## config.mk

```make
export PLATFORM = sky130hd
export DESIGN_NAME = dma_stream_addr_gen
export DESIGN_NICKNAME = d
export VERILOG_FILES = /design/src/rtl/dsag_pkg.sv /design/src/rtl/dsag_step.sv /design/src/rtl/dsag_ptr.sv /design/src/rtl/dma_stream_addr_gen.sv
export SDC_FILE = /design/constraint.sdc
export NUM_CORES = 1
export LEC_CHECK = 0
export ABC_AREA = 1
export CAP_MARGIN = 5
export CORE_MARGIN = 2
export CORE_UTILIZATION = 53
export CTS_CLUSTER_DIAMETER = 120
export DETAILED_ROUTE_END_ITERATION = 12
export GPL_TIMING_DRIVEN = 0
export PLACE_DENSITY = 0.87
export SYNTH_ARGS = -nofsm -noshare
export SYNTH_HDL_FRONTEND = slang
export SYNTH_SLANG_ARGS = --single-unit
```

## constraint.sdc

```tcl
create_clock -name clk -period 5.4 [get_ports clk]
set_input_delay 0.81 -clock clk [delete_from_list [all_inputs] [get_ports clk]]
set_output_delay 0.81 -clock clk [all_outputs]
set_load 0.005 [all_outputs]
```

## src/rtl/dsag_pkg.sv

```systemverilog
package dsag_pkg;

  typedef enum logic [1:0] {
    SZ_BYTE = 2'b00,
    SZ_HALF = 2'b01,
    SZ_WORD = 2'b10,
    SZ_RSVD = 2'b11
  } beat_size_e;

  typedef struct packed {
    logic       inc_en;
    beat_size_e size;
    logic       fixed4;
  } port_cfg_t;

  localparam port_cfg_t CFG_IDLE = '{inc_en: 1'b0, size: SZ_BYTE, fixed4: 1'b0};

endpackage

```

## src/rtl/dsag_step.sv

```systemverilog
module dsag_step
  import dsag_pkg::*;
#(
  parameter int AW         = 32,
  parameter int ALIGN_LOG2 = 2
) (
  input  logic [AW-1:0] cur_i,
  input  port_cfg_t     cfg_i,
  output logic [AW-1:0] nxt_o
);

  localparam logic [AW-1:0] STRIDE = AW'(1) << ALIGN_LOG2;

  logic [AW-1:0] base;
  logic [AW-1:0] step;

  always_comb begin
    base = cur_i;
    unique case (cfg_i.size)
      SZ_BYTE: step = AW'(1);
      SZ_HALF: step = AW'(2);
      SZ_WORD: step = AW'(4);
      default: step = '0;
    endcase
    if (cfg_i.fixed4 && cfg_i.size != SZ_RSVD) begin
      base = {cur_i[AW-1:ALIGN_LOG2], {ALIGN_LOG2{1'b0}}};
      step = STRIDE;
    end
    if (!cfg_i.inc_en) begin
      base = cur_i;
      step = '0;
    end
    nxt_o = base + step;
  end

endmodule

```

## src/rtl/dsag_ptr.sv

```systemverilog
module dsag_ptr
  import dsag_pkg::*;
#(
  parameter int AW        = 32,
  parameter bit HAS_FIXED = 1'b0
) (
  input  logic          clk,
  input  logic          rst_n,
  input  logic          start_i,
  input  logic [AW-1:0] base_i,
  input  port_cfg_t     cfg_i,
  input  logic          beat_i,
  output logic [AW-1:0] addr_o
);

  port_cfg_t     cfg_q;
  port_cfg_t     cfg_in;
  logic [AW-1:0] addr_q;
  logic [AW-1:0] addr_nxt;

  generate
    if (HAS_FIXED) begin : g_fixed
      assign cfg_in = cfg_i;
    end else begin : g_plain
      assign cfg_in = '{inc_en: cfg_i.inc_en, size: cfg_i.size, fixed4: 1'b0};
    end
  endgenerate

  dsag_step #(.AW(AW), .ALIGN_LOG2(2)) u_step (
    .cur_i (addr_q),
    .cfg_i (cfg_q),
    .nxt_o (addr_nxt)
  );

  always_ff @(posedge clk or negedge rst_n) begin
    if (!rst_n) begin
      cfg_q  <= CFG_IDLE;
      addr_q <= '0;
    end else if (start_i) begin
      cfg_q  <= cfg_in;
      addr_q <= base_i;
    end else if (beat_i) begin
      addr_q <= addr_nxt;
    end
  end

  assign addr_o = addr_q;

endmodule

```

## src/rtl/dma_stream_addr_gen.sv

```systemverilog
module dma_stream_addr_gen
  import dsag_pkg::*;
#(
  parameter int AW = 32
) (
  input  logic          clk,
  input  logic          rst_n,
  input  logic          start_i,
  input  logic [AW-1:0] per_base_i,
  input  logic [AW-1:0] mem_base_i,
  input  logic          per_inc_i,
  input  logic [1:0]    per_size_i,
  input  logic          per_fixed4_i,
  input  logic          mem_inc_i,
  input  logic [1:0]    mem_size_i,
  input  logic          per_beat_i,
  input  logic          mem_beat_i,
  output logic [AW-1:0] per_addr_o,
  output logic [AW-1:0] mem_addr_o
);

  port_cfg_t per_cfg;
  port_cfg_t mem_cfg;

  assign per_cfg = '{inc_en: per_inc_i, size: beat_size_e'(per_size_i), fixed4: per_fixed4_i};
  assign mem_cfg = '{inc_en: mem_inc_i, size: beat_size_e'(mem_size_i), fixed4: 1'b0};

  dsag_ptr #(.AW(AW), .HAS_FIXED(1'b1)) u_per_ptr (
    .clk     (clk),
    .rst_n   (rst_n),
    .start_i (start_i),
    .base_i  (per_base_i),
    .cfg_i   (per_cfg),
    .beat_i  (per_beat_i),
    .addr_o  (per_addr_o)
  );

  dsag_ptr #(.AW(AW), .HAS_FIXED(1'b0)) u_mem_ptr (
    .clk     (clk),
    .rst_n   (rst_n),
    .start_i (start_i),
    .base_i  (mem_base_i),
    .cfg_i   (mem_cfg),
    .beat_i  (mem_beat_i),
    .addr_o  (mem_addr_o)
  );

endmodule

```

After elaboration in Yosys (flattened, before gate mapping)
Index checks and enable logic that the tools add are counted.
Widths: inputs -> output; s select.
{"block": "op_classes", "eq_ne": 5, "reduce_logical": 5, "n_addsub": 2, "muxes": 11}
{"cell": "$mux 32", "count": 7}
{"cell": "$add 32x32->32", "count": 2}
{"cell": "$pmux 3 s3", "count": 2}
{"cell": "$eq 2x1->1 const B", "count": 2}
{"cell": "$eq 2x2->1 const B", "count": 2}
{"cell": "$logic_not 2->1", "count": 2}
{"cell": "$mux 2", "count": 2}
{"cell": "$reduce_bool 2->1", "count": 2}
{"cell": "$ne 2x2->1 const B", "count": 1}
{"cell": "$logic_and 1x1->1", "count": 1}
{"block": "word_totals", "regBits": 71, "in_bits": 76}

Depth between registers and ports, before layout
Gate-level depths: netlist of the first run.
{"block": "logic_depth", "depth_word": 7, "depth_mapped": 15}

By module
From an unflattened synthesis of the first run, not the netlist that was laid out.
{"block": "unflattened", "hier_cells": 845, "area_unflattened_um2": 5531.6}
{"module": "dsag_ptr at u_per_ptr", "area_each_um2": 1656.6, "n_inst": 1, "cells_per_inst": 192}
{"module": "dsag_ptr at u_mem_ptr", "area_each_um2": 1616.6, "n_inst": 1, "cells_per_inst": 189}
{"module": "dsag_step at u_mem_ptr.u_step", "area_each_um2": 1132.3, "n_inst": 1, "cells_per_inst": 229}
{"module": "dsag_step at u_per_ptr.u_step", "area_each_um2": 1122.3, "n_inst": 1, "cells_per_inst": 234}
{"module": "dma_stream_addr_gen", "area_each_um2": 3.8, "n_inst": 1, "cells_per_inst": 1}

Least setup slack after synthesis of the first run
Ideal clock, no wire load.
{"block": "synth_timing", "path_type": "register to register", "start": "register u_per_ptr.cfg_q[2] in the netlist's numbering", "end": "register u_per_ptr.addr_q[12] (netlist: u_per_ptr.addr_o[12])", "period_less_slack_ns": 2.109, "arrival_time_ns": 1.987, "path_stages_with_launch": 14, "slack_ns": 3.291, "setup_time_ns": 0.121, "n_path_buf": 0, "t_required_ns": 5.279, "cell_sequence": "dfrtp_1 nand2_1 nand2_1 o21ai_0 inv_1 ha_1 fa_1 nand2_1 nand2_1 nand2_1 nor2_4 or2_2 nand3_1 nand2_1"}
{"block": "synth_between", "elab_chain_cells": 7, "elab_cells_between_ends": 13, "classes_between": "1 x add/sub; 3 x eq/ne; 7 x mux; 2 x reduce/logical"}
{"item": "start: declaration", "line": "dsag_ptr.sv:16", "source": "port_cfg_t cfg_q;"}
{"item": "start signal: assignment", "line": "dsag_ptr.sv:40", "source": "cfg_q <= cfg_in;"}
{"item": "$eq 2x2->1 (tied with other cells)", "line": "dsag_step.sv:19", "source": "unique case (cfg_i.size)"}
{"item": "$pmux 3 s3 or $logic_and 1x1->1 (tied branches)", "line": "dsag_step.sv:19, dsag_step.sv:25"}
{"item": "$mux 32 or $mux 2 (tied branches)", "line": "dsag_step.sv:25", "source": "if (cfg_i.fixed4 && cfg_i.size != SZ_RSVD) begin"}
{"item": "$mux 32 or $mux 2 (tied branches)", "line": "dsag_step.sv:29", "source": "if (!cfg_i.inc_en) begin"}
{"item": "$add 32x32->32 (*)", "line": "dsag_step.sv:33", "source": "nxt_o = base + step;"}
{"item": "$mux 32 (*)", "line": "dsag_ptr.sv:42", "source": "end else if (beat_i) begin"}
{"item": "$mux 32 (*)", "line": "dsag_ptr.sv:39", "source": "end else if (start_i) begin"}
{"item": "end signal: assignment", "line": "dsag_ptr.sv:41", "source": "addr_q <= base_i;"}
{"item": "end signal: assignment", "line": "dsag_ptr.sv:43", "source": "addr_q <= addr_nxt;"}
{"item": "end: declaration", "line": "dsag_ptr.sv:18", "source": "logic [AW-1:0] addr_q;"}
Mark *: on every way between the ends. The rest lies on a longest branch, timed or not. The select of a mux whose other input is x is not followed.
A chain may end at the register's enable or synchronous reset.

Worst setup path in the final report of the first run
{"block": "layout_timing", "start": "register u_per_ptr.cfg_q[1] in the netlist's numbering", "end": "register u_per_ptr.addr_q[12] (netlist: u_per_ptr.addr_o[12])"}
Same word-level chain as after synthesis.

==> metrics.txt, run 1 <==
FILL cells=755; final hold vios=0; Initial DRC Count=262; worst path cell trace=nand2_1, nand2_1, o21ai_0, inv_1, ha_1, fa_1, nand2_1, nand2_1, nand2_1, nor2_4, or2_2, nand3_1, nand2_1; CP delay by family, top=simple AND/OR/NAND/NOR gates; post-synth top area share=0.3591; Worst path slowest cell=dfrtp_1; Startpoint Class=flip-flop; Post-Syn Instances=713; Critical Path AT=2.56 ns; CTS tree=built; RSZ-0062 raised after global routing=false; grt total ovfl=0; DP HPWL=11.52 mm; cell accounting for the most synthesized area=dfrtp_1; # diodes=0; CTS clk-pin slew, worst paths=0.08 ns; Die Y=100.6 um; hold crit path type=reg -> reg; first-pass GRT wire length=25.43 mm; vias after detailed routing=5,338; Clk Latency, worst-skew pair=0.36 ns; largest net degree at the start of global routing=72; post-route ant nets=0; Final nets=946; H-tree levels=3; FP Rows=35; Avg WL per Cell=15.42 um; setup violators final=0; RD Place Congestion=0.9795; Slew @ Worst Pin=0.9423 ns; Global Route Usage Sum=0.3174; Crit path top cell by count=nand2_1; Root Buffer=clkbuf_8; Initial Utilization=0.5405; #FFs+latches synth=71; fin crit period=2.313 ns; TNS Setup=0 ns; CTS Hold Bufs=0; crit-path max cell delay=0.41 ns; CP Buf/Inv Count=1; # IOs=140; Seq/Total Area, Yosys=0.3591; full die area=0.01012 mm^2; Crit. End Element=flip-flop; max-slew violations=0; Post-route DRC=0; Max-cap violations=0; initial antenna violation count=0; synthesized area=0.004947 mm^2; Mapped Avg Cell Area=6.939 um^2; Primary FF master, synth=dfrtp_1; Pleak=0.002878 uW; Final Cycle Share=0.4284; Peak VDD IR=128.1 uV; Synth Warn #=0; post-synth cell types=29; vias in the first global route=5,476; Post-CTS Setup Bufs=0; PD cells=221.4 mW/mm^2; dpl ws=2.991 ns; drt first pass iters=6; Routed WL=15.08 mm; Die X=100.6 um; max frequency=432.3 MHz; final worst slack=3.087 ns; Worst Path Required=5.65 ns; Async S/R FF share, synth=1.000; Mapped Nets=797; worst relative slew slack=0.3718; Setup Crit Path Kind=reg -> reg; outcome=finished, final reports clean; CP max FO=6; Worst Clk Skew=0.006712 ns; Buffers on Ports=138; top cells by area, synth=dfrtp_1, nand2_1, a22oi_1; area added between synthesis and finish=34.40%; core area=0.009153 mm^2; CTS resizes=0; share of cells above drive strength 1=0.07728; CTS Buffer Depth=2; TritonCTS Buffers=9; Vias/cell=5.458; clock sink total=71; Post-synth EDFFs=0
-- routing by layer --
metal | global-route usage | part of all wire
met3 | 0.04438 | 0.064
met2 | 0.5585 | 0.50
met5 | 0 | 0
met1 | 0.3780 | 0.40
met4 | 0.1581 | 0.038
-- kinds of logic after synthesis --
logic type               after synthesis  share of synthesized area
buffers and inverters                 70                    0.05589
AND/OR/NAND/NOR                      449                     0.3963
multiplexers                           2                   0.004552
adder cells (fa/ha/maj)                8                    0.02327
XOR/XNOR                              20                    0.03541
AO/OA/AOI/OAI                         93                     0.1254
flip-flops                            71                     0.3591
-- synth_stat cells (2+ instances only) --
master,count
nor2_2,16
nor2_4,9
o21ai_1,17
fa_1,2
nand3_2,2
mux2_2,2
nor3_1,6
nand2_2,8
nand3_1,48
dfrtp_1,71
clkbuf_1,7
nand3b_1,14
buf_1,3
inv_1,50
buf_2,8
nor2_1,79
a21o_1,6
o211ai_1,2
nand2_1,261
or2_2,3
xor2_1,12
ha_1,6
and2_1,2
o21ai_0,14
xnor2_1,8
a22oi_1,54
-- worst paths after layout --
kind	from	slack, ns	cells past startpoint	end
hold reg to reg	u_mem_ptr.addr_o[2]	0.54	2	u_mem_ptr.addr_o[2]
max in group asynchronous	rst_n	4.19	1	u_mem_ptr.addr_o[10]
setup / recovery	u_per_ptr.cfg_q[1]	3.09	13	u_per_ptr.addr_o[12]
min in group asynchronous	rst_n	0.56	1	u_per_ptr.addr_o[7]
hold / removal	u_mem_ptr.addr_o[2]	0.54	2	u_mem_ptr.addr_o[2]
setup reg to reg	u_per_ptr.cfg_q[1]	3.09	13	u_per_ptr.addr_o[12]
-- power breakdown --
part	leakage [uW]	internal, uW	switching [uW]
sequential	0.000866	586	89.7
clock	0.0000873	190	221
combinational	0.00192	213	172
total	0.00288	990	482
-- area by class of cell --
class,count,area [um^2],share of cell area
Timing Repair Buffer,138,1379,0.2074
Buffer,19,85.08,0.01280
Multi-Input combinational cell,572,2894,0.4353
Inverter,51,191.4,0.02879
Sequential cell,71,1777,0.2672
Clock buffer,11,151.4,0.02277
Tap cell,111,138.9,0.02089
Clock inverter,5,32.53,0.004893
-- tightest hold or removal path, cell delays in order, from the launching register on --
cell     delay (ns)
dfrtp_1        0.38
nand2_1        0.06
nand3_1        0.07
-- placed cells by master (no fill, tap or decap) --
cell	instances
nand2_1	261
clkdlybuf4s50_1	137
nor2_1	79
dfrtp_1	71
a22oi_1	54
inv_1	50
nand3_1	48
o21ai_1	17
nor2_2	16
o21ai_0	14
nand3b_1	14
xor2_1	12
clkbuf_8	11
nor2_4	9
nand2_2	8
buf_2	8
xnor2_1	8
clkbuf_1	7
nor3_1	6
a21o_1	6
ha_1	6
buf_1	3
or2_2	3
clkinvlp_4	3
buf_4	2
nand3_2	2
and2_1	2
o211ai_1	2
mux2_2	2
fa_1	2
clkinv_2	2
inv_2	1
nand4_1	1
-- sequential cells by signal, indices dropped and copies added, names as in the netlist --
name              flops
u_mem_ptr.addr_o     32
u_mem_ptr.cfg_q       3
u_per_ptr.addr_o     32
u_per_ptr.cfg_q       4
-- metrics by stage --
stage                     total power (uW)  hold WS, ns    util  std cells  area [um^2]
after detailed placement              1068       0.5245  0.7064        962         6465
after global placement                1058       0.5181  0.7066        962         6467
after global routing                  1551       0.5684  0.7265        978         6649
after floorplan                      839.2       0.5040       -        713         4947
after CTS                             1474       0.5478  0.7265        978         6649
final                                 1472       0.5442  0.7265        978         6649
Power figures use the tool's default switching activity.
==> run 2: changes to the inputs <==
- CORE_UTILIZATION: 53 -> 44
- PLACE_DENSITY: 0.87 -> 0.78
- clock period: 5.4 -> 1.9 ns (I/O delays scaled with it)
==> run 2 against run 1 <==
Net effect:
- the run now ends with setup timing left
- clock skew rose by 0.0020 ns
- global-route usage decreased by 3.3 points
- via count increased by 5.8%
- sequential share of layout area down 2.5 points
- register-to-register slack worse by 3.4 ns
- routed wire length rose by 14%
- maximum frequency up 5.2%
- die area grew 20%
- sequential power rose to 2.9 times the previous value
==> metrics.txt, run 2 (synthesis gave the netlist of run 1 again) <==
most frequent cells in the layout=nand2_1, clkdlybuf4s50_1, nor2_1, dfrtp_1, a22oi_1 (unchanged); vias after detailed routing=5,645 (was 5,338); Setup Crit Path Kind=reg -> reg (unchanged); Buffers on Ports=138 (unchanged); Final Power=4398 uW (was 1472 uW); Post-route DRC=0 (unchanged); Slew @ Worst Pin=0.6690 ns (was 0.9423 ns); first-pass GRT wire length=26.54 mm (was 25.43 mm); Final nets=966 (was 946); Avg WL per Cell=16.75 um (was 15.42 um); Initial DRC Count=395 (was 262); Net Sw Frac=0.3394 (was 0.3274); grt total ovfl=0 (unchanged); clock network fraction of design power=0.263 (was 0.279); FP Rows=38 (was 35); worst hold start=start_i (was u_mem_ptr.addr_o[2]); # IOs=140 (unchanged); share of cells above drive strength 1=0.1657 (was 0.07728); CTS Buffer Depth=2 (unchanged); most common cell after layout, fill and taps aside=nand2_1 (unchanged); RD Place Congestion=0.9191 (was 0.9795); largest net degree at the start of global routing=54 (was 72); minimum hold slack=0.3169 ns (was 0.5442 ns); H-tree levels=3 (unchanged); full die area=0.01211 mm^2 (was 0.01012 mm^2); FILL cells=955 (was 755); area added between synthesis and finish=47.98% (was 34.40%); max-slew violations=0 (unchanged); DP HPWL=12.30 mm (was 11.52 mm); P_sw=1493 uW (was 481.9 uW); Worst Path Required=2.20 ns (was 5.65 ns); Startpoint Class=flip-flop (unchanged); Pleak=0.003071 uW (was 0.002878 uW); initial antenna violation count=0 (unchanged); hold crit path type=in -> reg (was reg -> reg); area occupied by multi-input gates=0.003323 mm^2 (was 0.002894 mm^2); CTS tree=built (unchanged); Final Cycle Share=1.157 (was 0.4284); Crit. End Element=flip-flop (unchanged); register area=0.001777 mm^2 (unchanged); Flop pwr share=0.443 (was 0.459); Die X=110.0 um (was 100.6 um); vias in the first global route=5,487 (was 5,476); R2R Path Start=u_per_ptr.cfg_q[2] (was u_per_ptr.cfg_q[1]); Root Buffer=clkbuf_8 (unchanged); Clk Latency, worst-skew pair=0.36 ns (about the same); max frequency=454.9 MHz (was 432.3 MHz); Combinational Power Share=0.295 (was 0.262); clock sink total=71 (unchanged); Vias/cell=5.497 (was 5.458); CP max FO=5 (was 6); setup violators final=41 (was 0); Peak VDD IR=331.8 uV (was 128.1 uV); fin crit period=2.198 ns (was 2.313 ns); drt first pass iters=9 (was 6); Worst Clk Skew=0.008685 ns (was 0.006712 ns); post-route ant nets=0 (unchanged); final worst slack=-0.2983 ns (was 3.087 ns); failing checks=setup timing; PD cells=600.7 mW/mm^2 (was 221.4 mW/mm^2); RSZ-0062 raised after global routing=true (was false); Critical Path AT=2.50 ns (was 2.56 ns); worst relative slew slack=0.5540 (was 0.3718); TritonCTS Buffers=9 (unchanged); outcome=complete, but fails checks (was finished, final reports clean); CP startpoint=u_per_ptr.cfg_q[2] (was u_per_ptr.cfg_q[1]); Global Route Usage Sum=0.2845 (was 0.3174); Initial Utilization=0.4544 (was 0.5405); Max-cap violations=0 (unchanged); internal power=2905 uW (was 990.1 uW); Die Y=110.0 um (was 100.6 um); CTS clk-pin slew, worst paths=0.08 ns (about the same); final hold vios=0 (unchanged); # diodes=0 (unchanged); Routed WL=17.20 mm (was 15.08 mm); core area=0.01089 mm^2 (was 0.009153 mm^2)
run 2: cell types whose count changed in the layout (fill, tap and decap cells not counted), sizes merged:
cell,change
clkinvlp,-2
dlygate4sd3,+1
clkbuf,+2
buf,+19
run 2: worst paths after layout:
kind / cells past startpoint / to / slack (ns)
max reg2reg: 13 / u_per_ptr.addr_o[18] / -0.30
max in group asynchronous: 3 / u_mem_ptr.addr_o[27] / 1.00
min: 4 / u_per_ptr.addr_o[22] / 0.32
min in group asynchronous: 2 / u_per_ptr.addr_o[5] / 0.34
min reg2reg: 2 / u_mem_ptr.addr_o[2] / 0.55
max: 13 / u_per_ptr.addr_o[18] / -0.30
run 2: stage by stage:
stage               area (um^2)  setup TNS, ns  instances  utilization  worst slack, ns
floorplan                  4992        -0.3165        713            -         -0.04597
global placement           6549        -141.01        991       0.6015           -1.937
detailed placement         6574         -6.247        992       0.6038          -0.2659
CTS                        6984         -3.115       1018       0.6415          -0.1660
global route               7321         -10.84       1027       0.6724          -0.4251
finish                     7321         -5.730       1027       0.6724          -0.2983
run 2: cell type report:
cell class / count / area share
Clock inverter: 3 / 0.002393
Multi-Input combinational cell: 572 / 0.4539
Clock buffer: 13 / 0.02171
Timing Repair Buffer: 158 / 0.2176
Inverter: 51 / 0.02615
Buffer: 19 / 0.01162
Sequential cell: 71 / 0.2427
Tap cell: 140 / 0.02393
run 2: power by group through the flow:
stage	Clock, uW	Sequential [uW]	Combinational (uW)
after detailed placement	0	1950	1120
final	1160	1950	1300
after floorplan	0	1890	504
after global routing	1230	1970	1420
after global placement	0	1950	1090
after CTS	1170	1930	1180
run 2: what timing repair did:
| item | in CTS | in global routing |
|---|---|---|
| pin swaps | 28 | 54 |
| endpoints found under the setup margin | 40 | 57 |
| hold buffers | 1 | 0 |
| buffers inserted | 9 | 9 |
| hold endpoints to repair | 18 | 0 |
| gates resized for setup | 38 | 63 |
run 2: worst max-delay path, cell delays in order, from the launching register on:
cell and delay [ns]:
dfrtp_1 0.42, nor2_2 0.17, nand2_2 0.13, nor2_4 0.16
ha_4 0.17, fa_2 0.26, nand2_4 0.09, nand2_8 0.10
nand2_8 0.08, nor2_4 0.22, nand3_1 0.09, nand2_1 0.07
nand3_1 0.08, nand2_1 0.09
run 2: per-layer routing:
| layer | GRT usage | wire [um] | share of wire |
|---|---|---|---|
| met3 | 0.03586 | 1245 | 0.072 |
| met4 | 0.1031 | 514 | 0.030 |
| met2 | 0.5180 | 8759 | 0.51 |
| met5 | 0 | 0 | 0 |
| met1 | 0.3422 | 6683 | 0.39 |
==> run 3: changes to the inputs <==
- PLACE_DENSITY: 0.78 -> unset
- PLACE_DENSITY_LB_ADDON: unset -> 0.3
==> run 3 against run 2 <==
Net effect:
- the run still ends with setup timing left
- sequential power about the same
- global-route usage fell by 0.93 points
- sequential cell count unchanged
- register-to-register slack better by 0.08 ns
- utilization shrank 0.37 points
- sequential share of layout area is 0.13 points higher
- total power up 2.6%
- clock power rose by 13%
- critical endpoint is now u_per_ptr.addr_o[12]
==> metrics.txt, run 3 (synthesis gave the netlist of run 1 again) <==
Final nets=964 (was 966); largest net degree at the start of global routing=72 (was 54); fin crit period=2.115 ns (was 2.198 ns); CTS clk-pin slew, worst paths=0.08 ns (about the same); Post-route DRC=0 (unchanged); Avg WL per Cell=16.32 um (was 16.75 um); placed cell count=991 (was 992); Clk Latency, worst-skew pair=0.36 ns (about the same); Crit path top cell by count=nand2_4; share of cells above drive strength 1=0.1695 (was 0.1657); Die Y=110.0 um (unchanged); Worst path slowest cell=dfrtp_1 (unchanged); most frequent cells in the layout=nand2_1, clkdlybuf4s50_1, nor2_1, dfrtp_1, a22oi_1 (unchanged); core area=0.01089 mm^2 (unchanged); Worst Path Required=2.15 ns (was 2.20 ns); CTS Hold Bufs=0 (was 1); initial antenna violation count=0 (unchanged); non-filler cells in the finished layout=1,025 (was 1,027); Slew @ Worst Pin=0.9043 ns (was 0.6690 ns); final hold vios=0 (unchanged); H-tree levels=3 (unchanged); Die X=110.0 um (unchanged); # IOs=140 (unchanged); FILL cells=935 (was 955); hold crit path type=in -> async (was in -> reg); TritonCTS Buffers=9 (unchanged); FP Rows=38 (unchanged); max-slew violations=0 (unchanged); first-pass GRT wire length=25.47 mm (was 26.54 mm); Finished Cell Area=0.007281 mm^2 (was 0.007321 mm^2); crit-path max cell delay=0.42 ns (about the same); outcome=complete, but fails checks (unchanged); Final Cycle Share=1.113 (was 1.157); TNS Setup=-4.693 ns (was -5.730 ns); max frequency=472.8 MHz (was 454.9 MHz); Critical Path AT=2.37 ns (was 2.50 ns); most common cell after layout, fill and taps aside=nand2_1 (unchanged); grt total ovfl=0 (unchanged); CTS tree=built (unchanged); CP max FO=6 (was 5); Final Power=4512 uW (was 4398 uW); vias in the first global route=5,360 (was 5,487); Initial Utilization=0.4544 (unchanged); Startpoint Class=flip-flop (unchanged); Buffers on Ports=138 (unchanged); CTS Buffer Depth=2 (unchanged); Root Buffer=clkbuf_8 (unchanged); drt first pass iters=4 (was 9); Crit. End Element=flip-flop (unchanged); final worst slack=-0.2150 ns (was -0.2983 ns); # diodes=0 (unchanged); setup violators final=42 (was 41); DP HPWL=12.14 mm (was 12.30 mm); Worst Clk Skew=0.009741 ns (was 0.008685 ns); RD Place Congestion=0.9524 (was 0.9191); Max-cap violations=0 (unchanged); Setup Crit Path Kind=reg -> reg (unchanged); full die area=0.01211 mm^2 (unchanged); Pleak=0.003076 uW (was 0.003071 uW); post-route ant nets=0 (unchanged); failing checks=setup timing (unchanged); area added between synthesis and finish=47.17% (was 47.98%); Initial DRC Count=317 (was 395); PD cells=619.8 mW/mm^2 (was 600.7 mW/mm^2); worst path cell trace=nand2_2, nand2_2, o21ai_1, inv_1, ha_4, fa_2, nand2_4, nand2_4, nand2_4, nor2_4, or2_4, nand3_2, nand2_1 (was nor2_2, nand2_2, nor2_4, ha_4, fa_2, nand2_4, nand2_8, nand2_8, nor2_4, nand3_1, nand2_1, nand3_1, nand2_1); RSZ-0062 raised after global routing=true (unchanged); Global Route Usage Sum=0.2752 (was 0.2845); Vias/cell=5.332 (was 5.497); worst relative slew slack=0.3972 (was 0.5540); post-placement cell area=0.006546 mm^2 (was 0.006574 mm^2); R2R depth=13 (unchanged); Reg2Reg Setup Slack=-0.21 ns (was -0.30 ns); Routed WL=16.73 mm (was 17.20 mm); Peak VDD IR=404.1 uV (was 331.8 uV); vias after detailed routing=5,465 (was 5,645); clock sink total=71 (unchanged)
-- run 3: power by group --
group          switching (uW)  internal, uW  leakage, uW  total, uW
registers                 273          1670     0.000866       1940
logic                     585           682      0.00210       1270
clock network             631           676     0.000105       1310
total                    1490          3020      0.00308       4510
-- run 3: final cells by class --
cell class,count,area [um^2],share of cell area
multi-input combinational,572,3297,0.4528
sequential,71,1777,0.2440
timing repair buffer,156,1548,0.2126
inverter,51,191.4,0.02629
tap,140,175.2,0.02406
clock buffer,11,151.4,0.02079
buffer,19,85.08,0.01169
clock inverter,5,56.30,0.007733
-- run 3: routing by layer --
layer | up-vias | GRT usage | wire, um | share of wire
met5 | - | 0 | 0 | 0
met3 | 26 | 0.03175 | 1036 | 0.062
met2 | 200 | 0.5044 | 8561 | 0.51
li1 | 2655 | - | - | -
met4 | 0 | 0.1004 | 350 | 0.021
met1 | 2584 | 0.3297 | 6779 | 0.41
-- run 3: stage by stage --
stage          setup slack, ns    util  hold WS [ns]
2_1_floorplan         -0.04597       -      -0.01059
3_3_place_gp            -1.905  0.6015        0.5145
3_5_place_dp           -0.2996  0.6012        0.4727
4_1_cts                -0.1600  0.6355       0.08600
5_1_grt                -0.3133  0.6687        0.1179
6_report               -0.2150  0.6687       0.04296
-- run 3: worst paths after layout --
| kind | end | startpoint |
|---|---|---|
| setup reg to reg | u_per_ptr.addr_o[12] | u_per_ptr.cfg_q[2] |
| min in group clk | u_per_ptr.addr_o[2] | start_i |
| max in group asynchronous | u_mem_ptr.cfg_q[2] | rst_n |
| setup / recovery | u_per_ptr.addr_o[12] | u_per_ptr.cfg_q[2] |
| hold reg to reg | u_mem_ptr.addr_o[2] | u_mem_ptr.addr_o[2] |
| hold / removal | u_per_ptr.addr_o[7] | rst_n |
-- run 3: worst max-delay path: cells and delay by family, from the launching register on --
| family | cells | cell delay (ns) |
|---|---|---|
| AND/OR/NAND/NOR | 9 | 0.85 |
| adder cells (fa/ha/maj) | 2 | 0.53 |
| AO/OA/AOI/OAI | 1 | 0.12 |
| flip-flops | 1 | 0.42 |
| buffers and inverters | 1 | 0.08 |
-- run 3: what timing repair did --
action | CTS | global route
gates resized for setup | 29 | 67
pin swaps | 26 | 47
endpoints found under the setup margin | 40 | 55
hold endpoints to repair | 0 | 0
buffers inserted | 7 | 12
